===== src/rtl/stk_dec_pkg.sv =====
package stk_dec_pkg;

    localparam int OPC_W = 4;
    localparam int REG_W = 4;

    localparam logic [OPC_W-1:0] OPC_CALL = 4'h8;
    localparam logic [OPC_W-1:0] OPC_RET  = 4'h9;
    localparam logic [OPC_W-1:0] OPC_PUSH = 4'hA;
    localparam logic [OPC_W-1:0] OPC_POP  = 4'hB;

    typedef enum logic [1:0] {
        ASEL_REGA   = 2'd0,
        ASEL_CONST8 = 2'd2
    } asel_e;

    typedef enum logic [1:0] {
        PC_SEQ    = 2'd0,
        PC_TARGET = 2'd1,
        PC_MEMVAL = 2'd2
    } pcsel_e;

    typedef enum logic [2:0] {
        K_OTHER = 3'd0,
        K_PUSH  = 3'd1,
        K_POP   = 3'd2,
        K_CALL  = 3'd3,
        K_RET   = 3'd4
    } kind_e;

    typedef struct packed {
        logic [REG_W-1:0] src_a;
        logic [REG_W-1:0] src_b;
        logic [REG_W-1:0] dst_e;
        logic [REG_W-1:0] dst_m;
        asel_e            alu_a;
        logic             alu_sub;
        logic             mem_rd;
        logic             mem_wr;
        logic             maddr_old;
        logic             wdata_valp;
        pcsel_e           pc_sel;
    } ctl_t;

    function automatic kind_e classify(input logic [OPC_W-1:0] opc);
        case (opc)
            OPC_PUSH: return K_PUSH;
            OPC_POP:  return K_POP;
            OPC_CALL: return K_CALL;
            OPC_RET:  return K_RET;
            default:  return K_OTHER;
        endcase
    endfunction

    function automatic ctl_t idle_word(input logic [REG_W-1:0] none_id);
        ctl_t w;
        w.src_a      = none_id;
        w.src_b      = none_id;
        w.dst_e      = none_id;
        w.dst_m      = none_id;
        w.alu_a      = ASEL_REGA;
        w.alu_sub    = 1'b0;
        w.mem_rd     = 1'b0;
        w.mem_wr     = 1'b0;
        w.maddr_old  = 1'b0;
        w.wdata_valp = 1'b0;
        w.pc_sel     = PC_SEQ;
        return w;
    endfunction

endpackage


===== src/rtl/stk_kind_dec.sv =====
module stk_kind_dec
    import stk_dec_pkg::*;
(
    input  logic [OPC_W-1:0] opc,
    output kind_e            kind,
    output logic             push_like,
    output logic             pop_like
);
    always_comb begin
        kind      = classify(opc);
        push_like = (kind == K_PUSH) || (kind == K_CALL);
        pop_like  = (kind == K_POP)  || (kind == K_RET);
    end
endmodule


===== src/rtl/stk_reg_sel.sv =====
module stk_reg_sel
    import stk_dec_pkg::*;
#(
    parameter logic [REG_W-1:0] SP_ID   = 4'd4,
    parameter logic [REG_W-1:0] NONE_ID = 4'd15
) (
    input  kind_e            kind,
    input  logic [REG_W-1:0] ra,
    input  logic [REG_W-1:0] rb,
    output logic [REG_W-1:0] src_a,
    output logic [REG_W-1:0] src_b,
    output logic [REG_W-1:0] dst_e,
    output logic [REG_W-1:0] dst_m
);
    logic pop_hits_sp;
    assign pop_hits_sp = (ra == SP_ID);

    always_comb begin
        src_a = ra;
        src_b = rb;
        dst_e = rb;
        dst_m = NONE_ID;
        unique case (kind)
            K_PUSH: begin
                src_b = SP_ID;
                dst_e = SP_ID;
            end
            K_CALL: begin
                src_a = NONE_ID;
                src_b = SP_ID;
                dst_e = SP_ID;
            end
            K_POP: begin
                src_a = SP_ID;
                src_b = SP_ID;
                dst_m = ra;
                dst_e = pop_hits_sp ? NONE_ID : SP_ID;
            end
            K_RET: begin
                src_a = SP_ID;
                src_b = SP_ID;
                dst_e = SP_ID;
            end
            default: ;
        endcase
    end
endmodule


===== src/rtl/stk_exec_sel.sv =====
module stk_exec_sel
    import stk_dec_pkg::*;
(
    input  kind_e  kind,
    input  logic   push_like,
    input  logic   pop_like,
    output asel_e  alu_a,
    output logic   alu_sub,
    output logic   mem_rd,
    output logic   mem_wr,
    output logic   maddr_old,
    output logic   wdata_valp,
    output pcsel_e pc_sel
);
    always_comb begin
        alu_a      = (push_like || pop_like) ? ASEL_CONST8 : ASEL_REGA;
        alu_sub    = push_like;
        mem_wr     = push_like;
        mem_rd     = pop_like;
        maddr_old  = pop_like;
        wdata_valp = (kind == K_CALL);
        case (kind)
            K_CALL:  pc_sel = PC_TARGET;
            K_RET:   pc_sel = PC_MEMVAL;
            default: pc_sel = PC_SEQ;
        endcase
    end
endmodule


===== src/rtl/stk_decode_unit.sv =====
module stk_decode_unit
    import stk_dec_pkg::*;
#(
    parameter logic [REG_W-1:0] SP_ID   = 4'd4,
    parameter logic [REG_W-1:0] NONE_ID = 4'd15
) (
    input  logic             clk,
    input  logic             rst,
    input  logic             in_valid,
    input  logic [OPC_W-1:0] in_opc,
    input  logic [REG_W-1:0] in_ra,
    input  logic [REG_W-1:0] in_rb,
    output logic             out_valid,
    output logic [REG_W-1:0] out_src_a,
    output logic [REG_W-1:0] out_src_b,
    output logic [REG_W-1:0] out_dst_e,
    output logic [REG_W-1:0] out_dst_m,
    output logic [1:0]       out_alu_a_sel,
    output logic             out_alu_sub,
    output logic             out_mem_rd,
    output logic             out_mem_wr,
    output logic             out_maddr_old,
    output logic             out_wdata_valp,
    output logic [1:0]       out_pc_sel
);
    kind_e kind;
    logic  push_like, pop_like;
    ctl_t  next_w, word_q;

    stk_kind_dec u_kind (
        .opc       (in_opc),
        .kind      (kind),
        .push_like (push_like),
        .pop_like  (pop_like)
    );

    stk_reg_sel #(.SP_ID(SP_ID), .NONE_ID(NONE_ID)) u_regs (
        .kind  (kind),
        .ra    (in_ra),
        .rb    (in_rb),
        .src_a (next_w.src_a),
        .src_b (next_w.src_b),
        .dst_e (next_w.dst_e),
        .dst_m (next_w.dst_m)
    );

    stk_exec_sel u_exec (
        .kind       (kind),
        .push_like  (push_like),
        .pop_like   (pop_like),
        .alu_a      (next_w.alu_a),
        .alu_sub    (next_w.alu_sub),
        .mem_rd     (next_w.mem_rd),
        .mem_wr     (next_w.mem_wr),
        .maddr_old  (next_w.maddr_old),
        .wdata_valp (next_w.wdata_valp),
        .pc_sel     (next_w.pc_sel)
    );

    always_ff @(posedge clk) begin
        if (rst) begin
            out_valid <= 1'b0;
            word_q    <= idle_word(NONE_ID);
        end else begin
            out_valid <= in_valid;
            word_q    <= in_valid ? next_w : idle_word(NONE_ID);
        end
    end

    assign out_src_a      = word_q.src_a;
    assign out_src_b      = word_q.src_b;
    assign out_dst_e      = word_q.dst_e;
    assign out_dst_m      = word_q.dst_m;
    assign out_alu_a_sel  = word_q.alu_a;
    assign out_alu_sub    = word_q.alu_sub;
    assign out_mem_rd     = word_q.mem_rd;
    assign out_mem_wr     = word_q.mem_wr;
    assign out_maddr_old  = word_q.maddr_old;
    assign out_wdata_valp = word_q.wdata_valp;
    assign out_pc_sel     = word_q.pc_sel;
endmodule


===== config.mk =====
export PLATFORM = sky130hd
export DESIGN_NAME = stk_decode_unit
export DESIGN_NICKNAME = d
export VERILOG_FILES = /design/src/rtl/stk_dec_pkg.sv /design/src/rtl/stk_kind_dec.sv /design/src/rtl/stk_reg_sel.sv /design/src/rtl/stk_exec_sel.sv /design/src/rtl/stk_decode_unit.sv
export SDC_FILE = /design/constraint.sdc
export NUM_CORES = 1
export LEC_CHECK = 0
export ABC_AREA = 0
export ABC_CLOCK_PERIOD_IN_PS = 1600
export BUFFER_PORTS_ARGS = -buffer_cell sky130_fd_sc_hd__buf_2
export CORE_MARGIN = 5
export CORE_UTILIZATION = 44
export DETAILED_ROUTE_END_ITERATION = 10
export HOLD_SLACK_MARGIN = 0.05
export PLACE_DENSITY = 0.82
export SYNTH_ARGS = -nofsm -noshare
export SYNTH_HDL_FRONTEND = slang
export SYNTH_SLANG_ARGS = --single-unit

===== constraint.sdc =====
create_clock -name clk -period 1.6 [get_ports clk]
set_input_delay 0.32 -clock clk [delete_from_list [all_inputs] [get_ports clk]]
set_output_delay 0.32 -clock clk [all_outputs]
set_load 0.02 [all_outputs]

# Yosys cells after proc, flatten, opt, wreduce, memory -nomap -nowiden
# Cells that the tools add are included.
# totals
in_bits,15
out_inout_bits,26
reg_bits,24
# op_classes
eq_ne,9
bitwise,2
mux,7
n_reduce_logical,9
# op_table
cell,n
== test 4 bit (second input constant),4
one-hot mux 4 bit (2 select lines),2
one-hot mux 3 bit (4 select lines),1
two-way mux 4 bit,2
== test 3 x 2 -> 1 bit (second input constant),2
OR reduction 3 bit,2
OR reduction 6 bit,1
== test 4 x 3 -> 1 bit (second input constant),1
one-hot mux 2 bit (2 select lines),1
OR reduction 2 bit,2
OR reduction 4 bit,1
== test 3 x 1 -> 1 bit (second input constant),1
== test 3 bit (second input constant),1
logical OR 1 bit,3
two-way mux 2 bit,1
inverter 1 bit,2

# Depth between registers and ports, before layout
# Gate-level depths: netlist (run 1).
# depth
word_depth,6
depth_mapped,5
mapped_depth_nobuf,4

# Hierarchy
# From an unflattened synthesis (run 1), not the netlist that was laid out.
# hier_totals
hier_cells,104
area_unflattened_um2,1073.5
# by_module_without_submodules
mod,seq_area_each_um2,area_per_inst_um2,cells_per_inst,instances
stk_decode_unit,520.5,770.7,56,1
stk_reg_sel,0.0,175.2,31,1
stk_exec_sel,0.0,77.6,10,1
stk_kind_dec,0.0,50.0,7,1

# Least setup slack after synthesis (run 1)
# OpenSTA, ideal clock, no wires.
# synth_timing
kind,in2reg
start,input port rst
end,"register word_q, in the netlist out_src_a[2]"
slack_ns,0.552
arrival_ns,0.922
t_required_ns,1.473
cell_stages,3
setup_time_ns,0.127
cell_sequence,nand2b_4 buf_6 or3_1
# synth_between
elab_chain_len,1
# synth_lines
element,line_no,source
"start, declared",stk_decode_unit.sv:8,"input logic rst,"
OR reduction 2 bit (no line),n/a,
"end signal, assigned",stk_decode_unit.sv:63,word_q <= idle_word(NONE_ID);
"end signal, assigned",stk_decode_unit.sv:66,word_q <= in_valid ? next_w : idle_word(NONE_ID);
"end, declared",stk_decode_unit.sv:28,"ctl_t next_w, word_q;"
# Every way passes these cells.
# A chain may end at the register's enable or synchronous reset.

# Final worst setup path (run 1)
# layout_timing
start,"register word_q, in the netlist out_dst_e[2]"
end,output port out_dst_e[2]
# layout_lines
element,line_no,source
"end, declared",stk_decode_unit.sv:16,"output logic [REG_W-1:0] out_dst_e,"
# No word-level cell between the ends.

==> metrics.sh, run 1 <==
POST-ROUTE-WORST-SETUP-SLACK_PS=484.0
CLK_ROOT_BUFFER_CELL='sky130_fd_sc_hd__clkbuf_4'
POSTCTSHOLDBUFS=0
MOSTFREQUENTLAYOUTCELL='sky130_fd_sc_hd__buf_2'
PATH_CELLS='buf_2'
FINALSETUPVIOLATIONS=0
SYNTHESIS.AREA_UM2=734.5
NFILLCELLS=147
PERIOD_MINUS_SLACK_PS=1116
GP_CONGESTION=0.6729
NNETSFINAL=115
NUMCTSBUFFERS=3
PATH_DELAY_FAMILY='flip-flops'
CLOCKBUFFERDEPTH=2
NUMCLOCKSINKS=22
SYNTH_ENABLE_FLOP_CELLS=0
WHS_ENDPOINT='out_dst_e[2]$_SDFF_PP1_'
SYNTH.LIB_CELLS_USED.DISTINCT=20
FP.DIEW_UM=50.86
POSTCTSRESIZEDCELLS=0
DRT_DRC_VIOLATIONS_LEFT=0
AREA_GROWTH_PCT=27.09
CP_NUM_BUF_INV=1
PATH_CLK_SLEW_PS=110
HOLD_VIOL_FINAL=0
FINAL-MAX-SLEW-VIOLATION-COUNT=0
YS_DOMINANT_REG_CELL='sky130_fd_sc_hd__dfxtp_1'
POSTSYNTHNETCOUNT=77
GRT_PASS1_VIAS=508
LEAKAGE_nW=0.4475
TNS_PS=0
ROUTE.DETAILED.VIAS_PER_INST=4.470
GRT-OVFL-TOTAL=0
PORT_BUFFERS=39
GRT_SETUP_UNREPAIRED='false'
FINALCRITPERIODSHARE_PCT=69.75
CRIT_TYPE='reg -> out'
SYNTHESIS.INSTANCES=62
NUMBER_OF_CELLS_ON_THE_WORST_HOLD_PATH=2
DESIGN.PORTCOUNT=41
CRIT_FANOUT=1
YOSYSSEQAREASHARE_PCT=59.97
CRITPATHLAUNCHTYPE='flip-flop'
ANTENNA_LEFT=0
YOSYSWARNINGS=0
CTS_TREE='done'
LAYOUT.CELLS.MOST_COMMON_LIST='sky130_fd_sc_hd__buf_2, sky130_fd_sc_hd__dfxtp_1, sky130_fd_sc_hd__nand2b_1'
DRT_FIRST_PASS_ITERS=2
DP_SLACK_PS=461.2
ROUTED_WL_MM=1.340
WORST_PATH_MAX_DELAY_CELL='sky130_fd_sc_hd__dfxtp_1'
GRT_PASS1_WL_MM=2.111
WORSTPATHREQUIRED_PS=1280
F_MAX_GHz=0.8960
PLACEMENT_ROWS=14
CORE_AREA_UM2=1541
H_TREE_DEPTH=1
SYNTH_SEQ_CELLS=22
MAXCAPVIOLCOUNT=0
INITIAL_CORE_UTIL_PCT=47.65
FLOORPLAN.DIE_AREA_UM2=2586
GRT_ANTENNA_BEFORE_REPAIR=0
ANTENNA_CELLS=0
RATIO_OF_CELLS_WITH_DRIVE_ABOVE_1_IN_THE_FINAL_LAYOUT_PCT=53.54
DR.FIRST_ITER.DRC_COUNT=6
WORST_IR_DROP_VDD_mV=0.5661
ARRIVAL_PS=800
POWER_DENSITY_nW_PER_UM2=1037
GLOBALROUTETOTALUTIL_PCT=10.65
MAX_STAGE_DELAY_PS=340
SYN_AREA_PER_CELL_UM2=11.85
WORST_MIN_DELAY_PATH_CLASS='in -> reg'
POST-CTS-SETUP-BUFFER-COUNT=0
SHARE_OF_FLIP_FLOPS_WITH_AN_ASYNCHRONOUS_SET_OR_RESET_AFTER_SYNTHESIS_PCT=0
LARGEST_NET_DEGREE_AT_THE_START_OF_GLOBAL_ROUTING=15
OUTCOME='complete, no violations'
END_KIND='output pin'
DIE_H_UM=50.86
VIAS=514
HOLD_PATH.STARTPOINT='in_rb[2]'
WIRE_PER_INST_UM=11.65
worst max-delay path by stage:
stage / to / depth (start not counted) / slack, ps / start
after floorplan: out_src_a[2]$_SDFF_PP1_ / 3 / 550 / rst
after global placement: out_dst_e[0]$_SDFF_PP1_ / 4 / 430 / in_ra[1]
after detailed placement: out_dst_e[1]$_SDFF_PP1_ / 4 / 460 / in_ra[1]
after CTS: out_dst_e[2] / 1 / 480 / out_dst_e[2]$_SDFF_PP1_
after global routing: out_wdata_valp / 1 / 430 / out_pc_sel[0]$_SDFF_PP0_
final: out_dst_e[2] / 1 / 480 / out_dst_e[2]$_SDFF_PP1_
sequential cells by signal, indices dropped and copies added (netlist names):
register and count:
out_pc_sel 2, out_mem_wr 1, out_alu_a_sel 1, out_src_a 4
out_valid 1, out_src_b 4, out_dst_e 4, out_maddr_old 1
out_dst_m 4
cell families (layout without fill, tap and decap cells):
kind of cell	count (synthesis)	after routing	share of synthesized area [%]
buf+inv	9	46	8.688
compound gates	7	7	8.348
simple gates	23	23	22.49
other cells	1	1	0.5106
flops	22	22	59.97
metal layers:
layer  global-route usage [%]  part of all wire, %  vias to the layer above
met4                    7.660                  1.4                        0
met5                        0                    0                        -
met3                    1.744                  8.5                        2
li1                         -                    -                      271
met1                    12.16                   38                      221
met2                    17.77                   52                       20
cell usage after synthesis, types with 2 or more instances:
| cell type | number | area, um^2 |
|---|---|---|
| sky130_fd_sc_hd__nand2b_4 | 2 | 27.53 |
| sky130_fd_sc_hd__or3_1 | 3 | 18.77 |
| sky130_fd_sc_hd__dfxtp_1 | 22 | 440.4 |
| sky130_fd_sc_hd__buf_4 | 4 | 30.03 |
| sky130_fd_sc_hd__o31a_2 | 3 | 30.03 |
| sky130_fd_sc_hd__a21o_2 | 3 | 26.28 |
| sky130_fd_sc_hd__buf_6 | 2 | 22.52 |
| sky130_fd_sc_hd__nor2_1 | 3 | 11.26 |
| sky130_fd_sc_hd__nand2b_1 | 7 | 43.79 |
| sky130_fd_sc_hd__inv_1 | 3 | 11.26 |
stage by stage:
step                area, um^2  utilization, %  power, mW  hold slack, ps  instances
detailed placement       897.1           58.20     0.6913           522.5        111
finish                   933.4           60.55     0.9677           210.0        115
floorplan                734.5               -     0.6526           392.4         62
global placement         897.1           58.20     0.6893           519.3        111
global route             933.4           60.55      1.006           219.9        115
CTS                      933.4           60.55     0.9739           209.9        115
power breakdown:
group | leakage (nW) | internal, mW | total (mW) | switching, mW
clock | 0.0210 | 0.139 | 0.290 | 0.151
combinational | 0.246 | 0.0439 | 0.108 | 0.0641
sequential | 0.180 | 0.566 | 0.570 | 0.00393
total | 0.447 | 0.748 | 0.968 | 0.220
final cells by class:
class	instances	area (um^2)	area share, %
clock buffers	4	36.28	3.887
inverters	3	11.26	1.206
multi-input cells	31	230.2	24.66
flip-flops and latches	22	440.4	47.18
well taps	16	20.02	2.145
repair buffers	39	195.2	20.91
Note: power is estimated with default switching activity, not from simulation.
==> run 2: changes to the inputs <==
--- a/config.mk
+++ b/config.mk
@@ -5,14 +5,15 @@
 export SDC_FILE = /design/constraint.sdc
 export NUM_CORES = 1
 export LEC_CHECK = 0
-export ABC_AREA = 0
-export ABC_CLOCK_PERIOD_IN_PS = 1600
+export ABC_AREA = 1
+export ABC_CLOCK_PERIOD_IN_PS = 900
 export BUFFER_PORTS_ARGS = -buffer_cell sky130_fd_sc_hd__buf_2
+export CORE_ASPECT_RATIO = 0.7
 export CORE_MARGIN = 5
-export CORE_UTILIZATION = 44
+export CORE_UTILIZATION = 38
 export DETAILED_ROUTE_END_ITERATION = 10
 export HOLD_SLACK_MARGIN = 0.05
-export PLACE_DENSITY = 0.82
+export PLACE_DENSITY = 0.74
 export SYNTH_ARGS = -nofsm -noshare
 export SYNTH_HDL_FRONTEND = slang
 export SYNTH_SLANG_ARGS = --single-unit
==> constraint.sdc (replaced) <==
create_clock -name clk -period 0.9 [get_ports clk]
set_input_delay 0.18 -clock clk [delete_from_list [all_inputs] [get_ports clk]]
set_output_delay 0.18 -clock clk [all_outputs]
set_load 0.02 [all_outputs]
==> run 2 against run 1 <==
The run now ends with setup timing left. Clock power increased by 78%. Utilization increased by 3.1 points. Area after synthesis increased by 3.2%. Sequential share of layout area decreased by 7.9 points. Worst setup slack got worse by 540 ps. Cell area increased by 28%. Global-route usage increased by 0.54 points. Total power increased by 90%. Worst hold slack got worse by 130 ps. Largest power group unchanged.
==> metrics.sh, run 2 <==
OUTCOME='complete, but fails checks'
FAILED_CHECKS='setup timing'
POWER_DENSITY_nW_PER_UM2=1542  # +49%
PLACEMENT_ROWS=13  # -1
POST_SYNTH_AND_OR_NAND_NOR_AREA_FRACTION_PCT=29.04  # +6.6 points
ROUTED_WL_MM=1.604  # +20%
CORE_AREA_UM2=1871  # +21%
POWER.SWITCHING_mW=0.4418  # +100%
POWER.CLOCK.FRACTION_PCT=28.2  # -1.8 points
YOSYS.AREA_SHARE.ADDER_PCT=0  # unchanged
PATH_CELLS='buf_6'
PLACED_AREA_UM2=950.9  # +6.0%
YS_DOMINANT_REG_CELL='sky130_fd_sc_hd__dfxtp_1'
DOMINANT_COMBINATIONAL_CELL_FAMILY_BY_AREA_AFTER_SYNTHESIS='simple AND/OR/NAND/NOR gates'
POST-ROUTE-WORST-SETUP-SLACK_PS=-56.32  # -540.3 ps
POWER.SHARE.COMBINATIONAL_PCT=15.4  # +4.2 points
SHARE_OF_FLIP_FLOPS_WITH_AN_ASYNCHRONOUS_SET_OR_RESET_AFTER_SYNTHESIS_PCT=0  # unchanged
INITIAL_CORE_UTIL_PCT=40.54  # -7.1 points
END_KIND='output pin'
POST_SYNTH_MAIN_AREA_CONTRIBUTORS='sky130_fd_sc_hd__dfxtp_1, sky130_fd_sc_hd__nand2_1, sky130_fd_sc_hd__inv_1'
PORT_BUFFERS=39  # unchanged
CTS_TREE='done'
POSTSYNTHNETCOUNT=104  # +35%
SYNTH_XOR_XNOR_AREA_SHARE_PCT=0  # unchanged
PLACE_HPWL_MM=1.313
F_MAX_GHz=1.046
GRT-OVFL-TOTAL=0  # unchanged
SYNTH_ENABLE_FLOP_CELLS=0  # unchanged
NUMCLOCKSINKS=22  # unchanged
FP.DIEW_UM=63.39  # +25%
NNETSFINAL=146  # +27%
PATH_CLK_SLEW_PS=110  # about the same
POST-CTS-SETUP-BUFFER-COUNT=0  # unchanged
P_INT_mW=1.394  # +86%
LARGEST_NET_DEGREE_AT_THE_START_OF_GLOBAL_ROUTING=13  # -2
SYNTH.LIB_CELLS_USED.DISTINCT=14  # -30%
CRIT_TYPE='reg -> out'
YOSYS.CELL_COUNT.TOP_TYPE='sky130_fd_sc_hd__nand2_1'
P_SEQ_SHARE_PCT=56.4  # -2.5 points
PERIOD_MINUS_SLACK_PS=956.3
AREA_GROWTH_PCT=57.10
GRT_ANTENNA_BEFORE_REPAIR=0  # unchanged
SYNTHESIS.INSTANCES=89  # +44%
SYNTH.CELLS.MOST_FREQUENT='sky130_fd_sc_hd__nand2_1, sky130_fd_sc_hd__dfxtp_1, sky130_fd_sc_hd__inv_1, sky130_fd_sc_hd__nand3_1, sky130_fd_sc_hd__nor2_1'
FINAL_AREA_UM2=1191  # +28%
GP_CONGESTION=0.7257  # +7.8%
DR.FIRST_ITER.DRC_COUNT=12  # +6
SYNTHMUXAREASHARE_PCT=0  # unchanged
FINALCRITPERIODSHARE_PCT=106.3
PATH_DELAY_FAMILY='flip-flops'
NFILLCELLS=153  # +4.1%
CP_NUM_BUF_INV=1  # unchanged
SYN_AREA_PER_CELL_UM2=8.519  # -28%
CLOCKBUFFERDEPTH=2  # unchanged
FINAL-MAX-SLEW-VIOLATION-COUNT=0  # unchanged
ARRIVAL_PS=780  # -20 ps
DRT_DRC_VIOLATIONS_LEFT=0  # unchanged
VIAS=648  # +26%
WORST_PATH_MAX_DELAY_CELL='sky130_fd_sc_hd__dfxtp_2'
WIRE_PER_INST_UM=10.55  # -9.4%
RATIO_OF_CELLS_WITH_DRIVE_ABOVE_1_IN_THE_FINAL_LAYOUT_PCT=54.62  # +1.1 points
HOLD_VIOL_FINAL=0  # unchanged
ANTENNA_CELLS=0  # unchanged
DRT_FIRST_PASS_ITERS=4  # +2
LEAKAGE_nW=0.6005  # +34%
ANTENNA_LEFT=0  # unchanged
SYNTH-COMPOUND-AREA-SHARE_PCT=0  # -8.3 points
SYNTH_SEQ_CELLS=22  # unchanged
YOSYSWARNINGS=0  # unchanged
GLOBALROUTETOTALUTIL_PCT=11.19  # +0.54 points
LAYOUT.CELLS.MOST_COMMON_LIST='sky130_fd_sc_hd__nand2_1, sky130_fd_sc_hd__buf_6, sky130_fd_sc_hd__dfxtp_2'
ROUTE.DETAILED.VIAS_PER_INST=4.263  # -4.6%
WORSTPATHREQUIRED_PS=720  # -560 ps
DIE_H_UM=47.37  # -6.9%
GRT_PASS1_WL_MM=2.539  # +20%
SWITCHING_SHARE_PCT=24.06  # +1.4 points
SYNTH.TOP_CELL.AREA_SHARE_PCT=58.09  # -1.9 points
YOSYS.AREA.TOP_TYPE='sky130_fd_sc_hd__dfxtp_1'
DESIGN.PORTCOUNT=41  # unchanged
FINALCOREUTILIZATION_PCT=63.68  # +3.1 points
FINALSETUPVIOLATIONS=25  # +25
MAX_STAGE_DELAY_PS=360  # +20 ps
WORST_IR_DROP_VDD_mV=0.9796  # +73%
GRT_PASS1_VIAS=602  # +19%
CRIT_FANOUT=2  # +1
NUMCTSBUFFERS=3  # unchanged
SYNTHESIS.AREA_UM2=758.2  # +3.2%
CRITPATHLAUNCHTYPE='flip-flop'
MAXCAPVIOLCOUNT=0  # unchanged
CLK_ROOT_BUFFER_CELL='sky130_fd_sc_hd__clkbuf_4'
GRT_SETUP_UNREPAIRED='true'
WORST_MIN_DELAY_PATH_CLASS='in -> reg'
H_TREE_DEPTH=1  # unchanged
FLOORPLAN.DIE_AREA_UM2=3003  # +16%
YOSYSSEQAREASHARE_PCT=58.09  # -1.9 points
-- run 2: cell families (layout without fill, tap and decap cells) --
group,after synthesis,count (layout)
DFF,22,22
other,1,1
buffers and inverters,21,62
and+or+nand+nor,45,45
-- run 2: metrics by stage --
step           setup WS (ps)  std cells  hold slack (ps)  total power, mW  TNS (ps)
6_report              -56.32        152            78.77            1.836    -878.3
5_1_grt               -98.77        152            63.43            1.928     -1830
4_1_cts               -75.89        151            51.27            1.862     -1372
3_5_place_dp           30.34        146            377.8            1.273         0
3_3_place_gp           45.76        146            373.4            1.269         0
2_1_floorplan          125.1         89            252.4            1.184         0
-- run 2: what timing repair did --
| action | 4_1_cts | 5_1_grt |
|---|---|---|
| setup endpoints to repair | 25 | 25 |
| hold endpoints to repair | 1 | 2 |
| gates resized for setup | 72 | 0 |
| hold buffers | 1 | 1 |
-- run 2: area by class of cell --
type	instances	area (um^2)	area share, %
tap	22	27.53	2.311
timing repair buffer	41	371.6	31.20
inverter	17	63.81	5.357
clock buffer	4	36.28	3.046
multi-input combinational	46	224.0	18.80
sequential	22	467.9	39.29
-- run 2: worst paths after layout --
kind | start | to | slack, ps | depth (start not counted)
setup / recovery | out_maddr_old$_SDFF_PP0_ | out_mem_rd | -60 | 1
hold / removal | in_opc[1] | out_pc_sel[1]$_SDFF_PP0_ | 80 | 2
-- run 2: per-layer routing --
metal / wire (um) / global-route usage, % / part of all wire (%) / up-vias
met4: 21 / 3.734 / 1.3 / 0
met2: 739 / 19.64 / 46 / 26
met3: 144 / 5.502 / 9.0 / 2
li1: - / - / - / 336
met1: 699 / 12.21 / 44 / 284
met5: 0 / 0 / 0 / -
-- run 2: power groups by stage --
stage / Clock (mW) / Combinational [mW] / Sequential (mW)
finish: 0.517 / 0.283 / 1.04
global route: 0.580 / 0.308 / 1.04
CTS: 0.546 / 0.280 / 1.04
detailed placement: 0 / 0.230 / 1.04
global placement: 0 / 0.229 / 1.04
floorplan: 0 / 0.0913 / 1.09
==> run 3: changes to the inputs <==
--- a/config.mk
+++ b/config.mk
@@ -8,12 +8,14 @@
 export ABC_AREA = 1
 export ABC_CLOCK_PERIOD_IN_PS = 900
 export BUFFER_PORTS_ARGS = -buffer_cell sky130_fd_sc_hd__buf_2
+export CELL_PAD_IN_SITES_DETAIL_PLACEMENT = 0
+export CELL_PAD_IN_SITES_GLOBAL_PLACEMENT = 1
 export CORE_ASPECT_RATIO = 0.7
 export CORE_MARGIN = 5
-export CORE_UTILIZATION = 38
+export CORE_UTILIZATION = 26
 export DETAILED_ROUTE_END_ITERATION = 10
 export HOLD_SLACK_MARGIN = 0.05
-export PLACE_DENSITY = 0.74
+export PLACE_DENSITY = 0.73
 export SYNTH_ARGS = -nofsm -noshare
 export SYNTH_HDL_FRONTEND = slang
 export SYNTH_SLANG_ARGS = --single-unit
==> run 3 against run 2 <==
The flow still finishes with violations (setup timing). Sequential share of layout area fell by 0.72 points. Die area up 37%. Clock-buffer cell count is the same. Total power is 8.5% higher. Critical endpoint is now out_alu_sub. Largest power group unchanged.
==> metrics.sh, run 3 (same netlist as run 2, synthesis figures left out) <==
OUTCOME='complete, but fails checks'
FAILED_CHECKS='setup timing'
POWER.SWITCHING_mW=0.4618  # +4.5%
MAX_STAGE_DELAY_PS=350  # about the same
CRITPATHLAUNCHTYPE='flip-flop'
CRIT_TYPE='reg -> out'
PATH_DELAY_FAMILY='flip-flops'
WIRE_PER_INST_UM=10.59  # +0.37%
LARGEST_NET_DEGREE_AT_THE_START_OF_GLOBAL_ROUTING=13  # unchanged
ANTENNA_LEFT=0  # unchanged
GRT_PASS1_VIAS=647  # +7.5%
LEAKAGE_nW=0.6010  # about the same
PLACE_INST=160  # +9.6%
INITIAL_CORE_UTIL_PCT=27.05  # -13 points
ROUTE.DETAILED.VIAS_PER_INST=3.817  # -10%
RATIO_OF_CELLS_WITH_DRIVE_ABOVE_1_IN_THE_FINAL_LAYOUT_PCT=53.13  # -1.5 points
VIAS=626  # -3.4%
GLOBALROUTETOTALUTIL_PCT=8.900  # -2.3 points
P_SEQ_SHARE_PCT=52.0  # -4.4 points
PLACE_HPWL_MM=1.455  # +11%
SWITCHING_SHARE_PCT=23.18  # -0.88 points
DRT_DRC_VIOLATIONS_LEFT=0  # unchanged
CP_NUM_BUF_INV=1  # unchanged
LAYOUT.CELLS.MOST_COMMON_LIST='sky130_fd_sc_hd__nand2_1, sky130_fd_sc_hd__buf_6, sky130_fd_sc_hd__dfxtp_2'
CLK_ROOT_BUFFER_CELL='sky130_fd_sc_hd__clkbuf_8'
CTS_TREE='done'
POWER.CLOCK.FRACTION_PCT=34.1  # +5.9 points
CP.DEPTH=1  # unchanged
CLOCKBUFFERDEPTH=2  # unchanged
GRT_SETUP_UNREPAIRED='true'
DESIGN.PORTCOUNT=41  # unchanged
AREA_GROWTH_PCT=58.75
ARRIVAL_PS=720  # -60 ps
NUMCTSBUFFERS=3  # unchanged
PATH_CLK_SLEW_PS=70  # -40 ps
ANTENNA_CELLS=0  # unchanged
POST-CTS-SETUP-BUFFER-COUNT=0  # unchanged
POST_LAYOUT_NONFILLER_INSTANCES=164  # +7.9%
FINALSETUPVIOLATIONS=3  # -88%
FLOORPLAN.DIE_AREA_UM2=4113  # +37%
DRT_FIRST_PASS_ITERS=4  # unchanged
MAXCAPVIOLCOUNT=0  # unchanged
FP.DIEW_UM=74.55  # +18%
FINAL_AREA_UM2=1204  # +1.1%
WORST_MIN_DELAY_PATH_CLASS='in -> reg'
POWER_DENSITY_nW_PER_UM2=1655  # +7.4%
PATH_CELLS='buf_6'
NNETSFINAL=144  # -1.4%
CORE_AREA_UM2=2803  # +50%
H_TREE_DEPTH=1  # unchanged
NUMCLOCKSINKS=22  # unchanged
GRT_PASS1_WL_MM=2.663  # +4.9%
GRT_ANTENNA_BEFORE_REPAIR=0  # unchanged
TNS_PS=-3.492  # +874.8 ps
FINAL-MAX-SLEW-VIOLATION-COUNT=0  # unchanged
FINALCRITPERIODSHARE_PCT=100.2  # -6.1 points
PLACED_AREA_UM2=968.4  # +1.8%
PLACEMENT_ROWS=16  # +3
HOLD_VIOL_FINAL=0  # unchanged
NUMBER_OF_CELLS_ON_THE_WORST_HOLD_PATH=2  # unchanged
GRT-OVFL-TOTAL=0  # unchanged
F_MAX_GHz=1.109  # +6.1%
WORST_PATH_MAX_DELAY_CELL='sky130_fd_sc_hd__dfxtp_2'
DR.FIRST_ITER.DRC_COUNT=18  # +6
ROUTED_WL_MM=1.737  # +8.3%
END_KIND='output pin'
PORT_BUFFERS=39  # unchanged
GP_CONGESTION=0.7562  # +4.2%
POWER.SHARE.COMBINATIONAL_PCT=13.9  # -1.5 points
PERIOD_MINUS_SLACK_PS=901.6  # -54.68 ps
POST-ROUTE-WORST-SETUP-SLACK_PS=-1.632  # +54.68 ps
CRIT_FANOUT=2  # unchanged
WORST_IR_DROP_VDD_mV=0.6318  # -36%
WORSTPATHREQUIRED_PS=720  # about the same
P_INT_mW=1.530  # +9.8%
DIE_H_UM=55.18  # +16%
run 3: changes by cell type in the layout (fill, tap and decap cells not counted):
cell                            change
sky130_fd_sc_hd__clkbuf_4           -3
sky130_fd_sc_hd__clkbuf_8           +3
sky130_fd_sc_hd__dfxtp_1            +3
sky130_fd_sc_hd__dfxtp_2            -3
sky130_fd_sc_hd__dlygate4sd3_1      -2
run 3: final cells by class:
cell class | count | area, um^2
well taps | 36 | 45.04
fillers | 297 | 1599
flip-flops and latches | 22 | 464.2
clock buffers | 4 | 55.05
multi-input cells | 46 | 224.0
repair buffers | 39 | 351.6
inverters | 17 | 63.81
run 3: final timing paths:
| check | start | slack, ps | to |
|---|---|---|---|
| worst max-delay path | out_mem_wr$_SDFF_PP0_ | -2 | out_alu_sub |
| worst min-delay path | in_opc[0] | 120 | out_mem_wr$_SDFF_PP0_ |
run 3: layer usage:
metal / routed length [um] / GRT usage [%] / vias up
li1: - / - / 329
met1: 814 / 10.73 / 260
met2: 673 / 12.97 / 32
met3: 198 / 3.610 / 5
met4: 51 / 6.213 / 0
met5: 0 / 0 / -
run 3: timing repair:
action,in CTS,in global routing
hold buffers,0,0
gates resized for setup,36,33
setup endpoints to repair,24,25
run 3: power groups by stage:
| stage | sequential, mW | combinational, mW | clock [mW] |
|---|---|---|---|
| final | 1.04 | 0.277 | 0.679 |
| after global routing | 1.04 | 0.305 | 0.740 |
| after CTS | 1.03 | 0.261 | 0.701 |
| after detailed placement | 1.04 | 0.234 | 0 |
| after global placement | 1.04 | 0.233 | 0 |
| after floorplan | 1.09 | 0.0913 | 0 |
run 3: stage by stage:
step           total power [mW]  setup WS [ps]  hold WS, ps  util [%]
3_3_place_gp              1.274          41.38        388.7     34.55
6_report                  1.992         -1.632        117.7     42.95
3_5_place_dp              1.276          25.54        388.4     34.55
4_1_cts                   1.988         -12.96        115.5     39.82
2_1_floorplan             1.184          125.1        252.4         -
5_1_grt                   2.083         -29.74        131.6     42.95
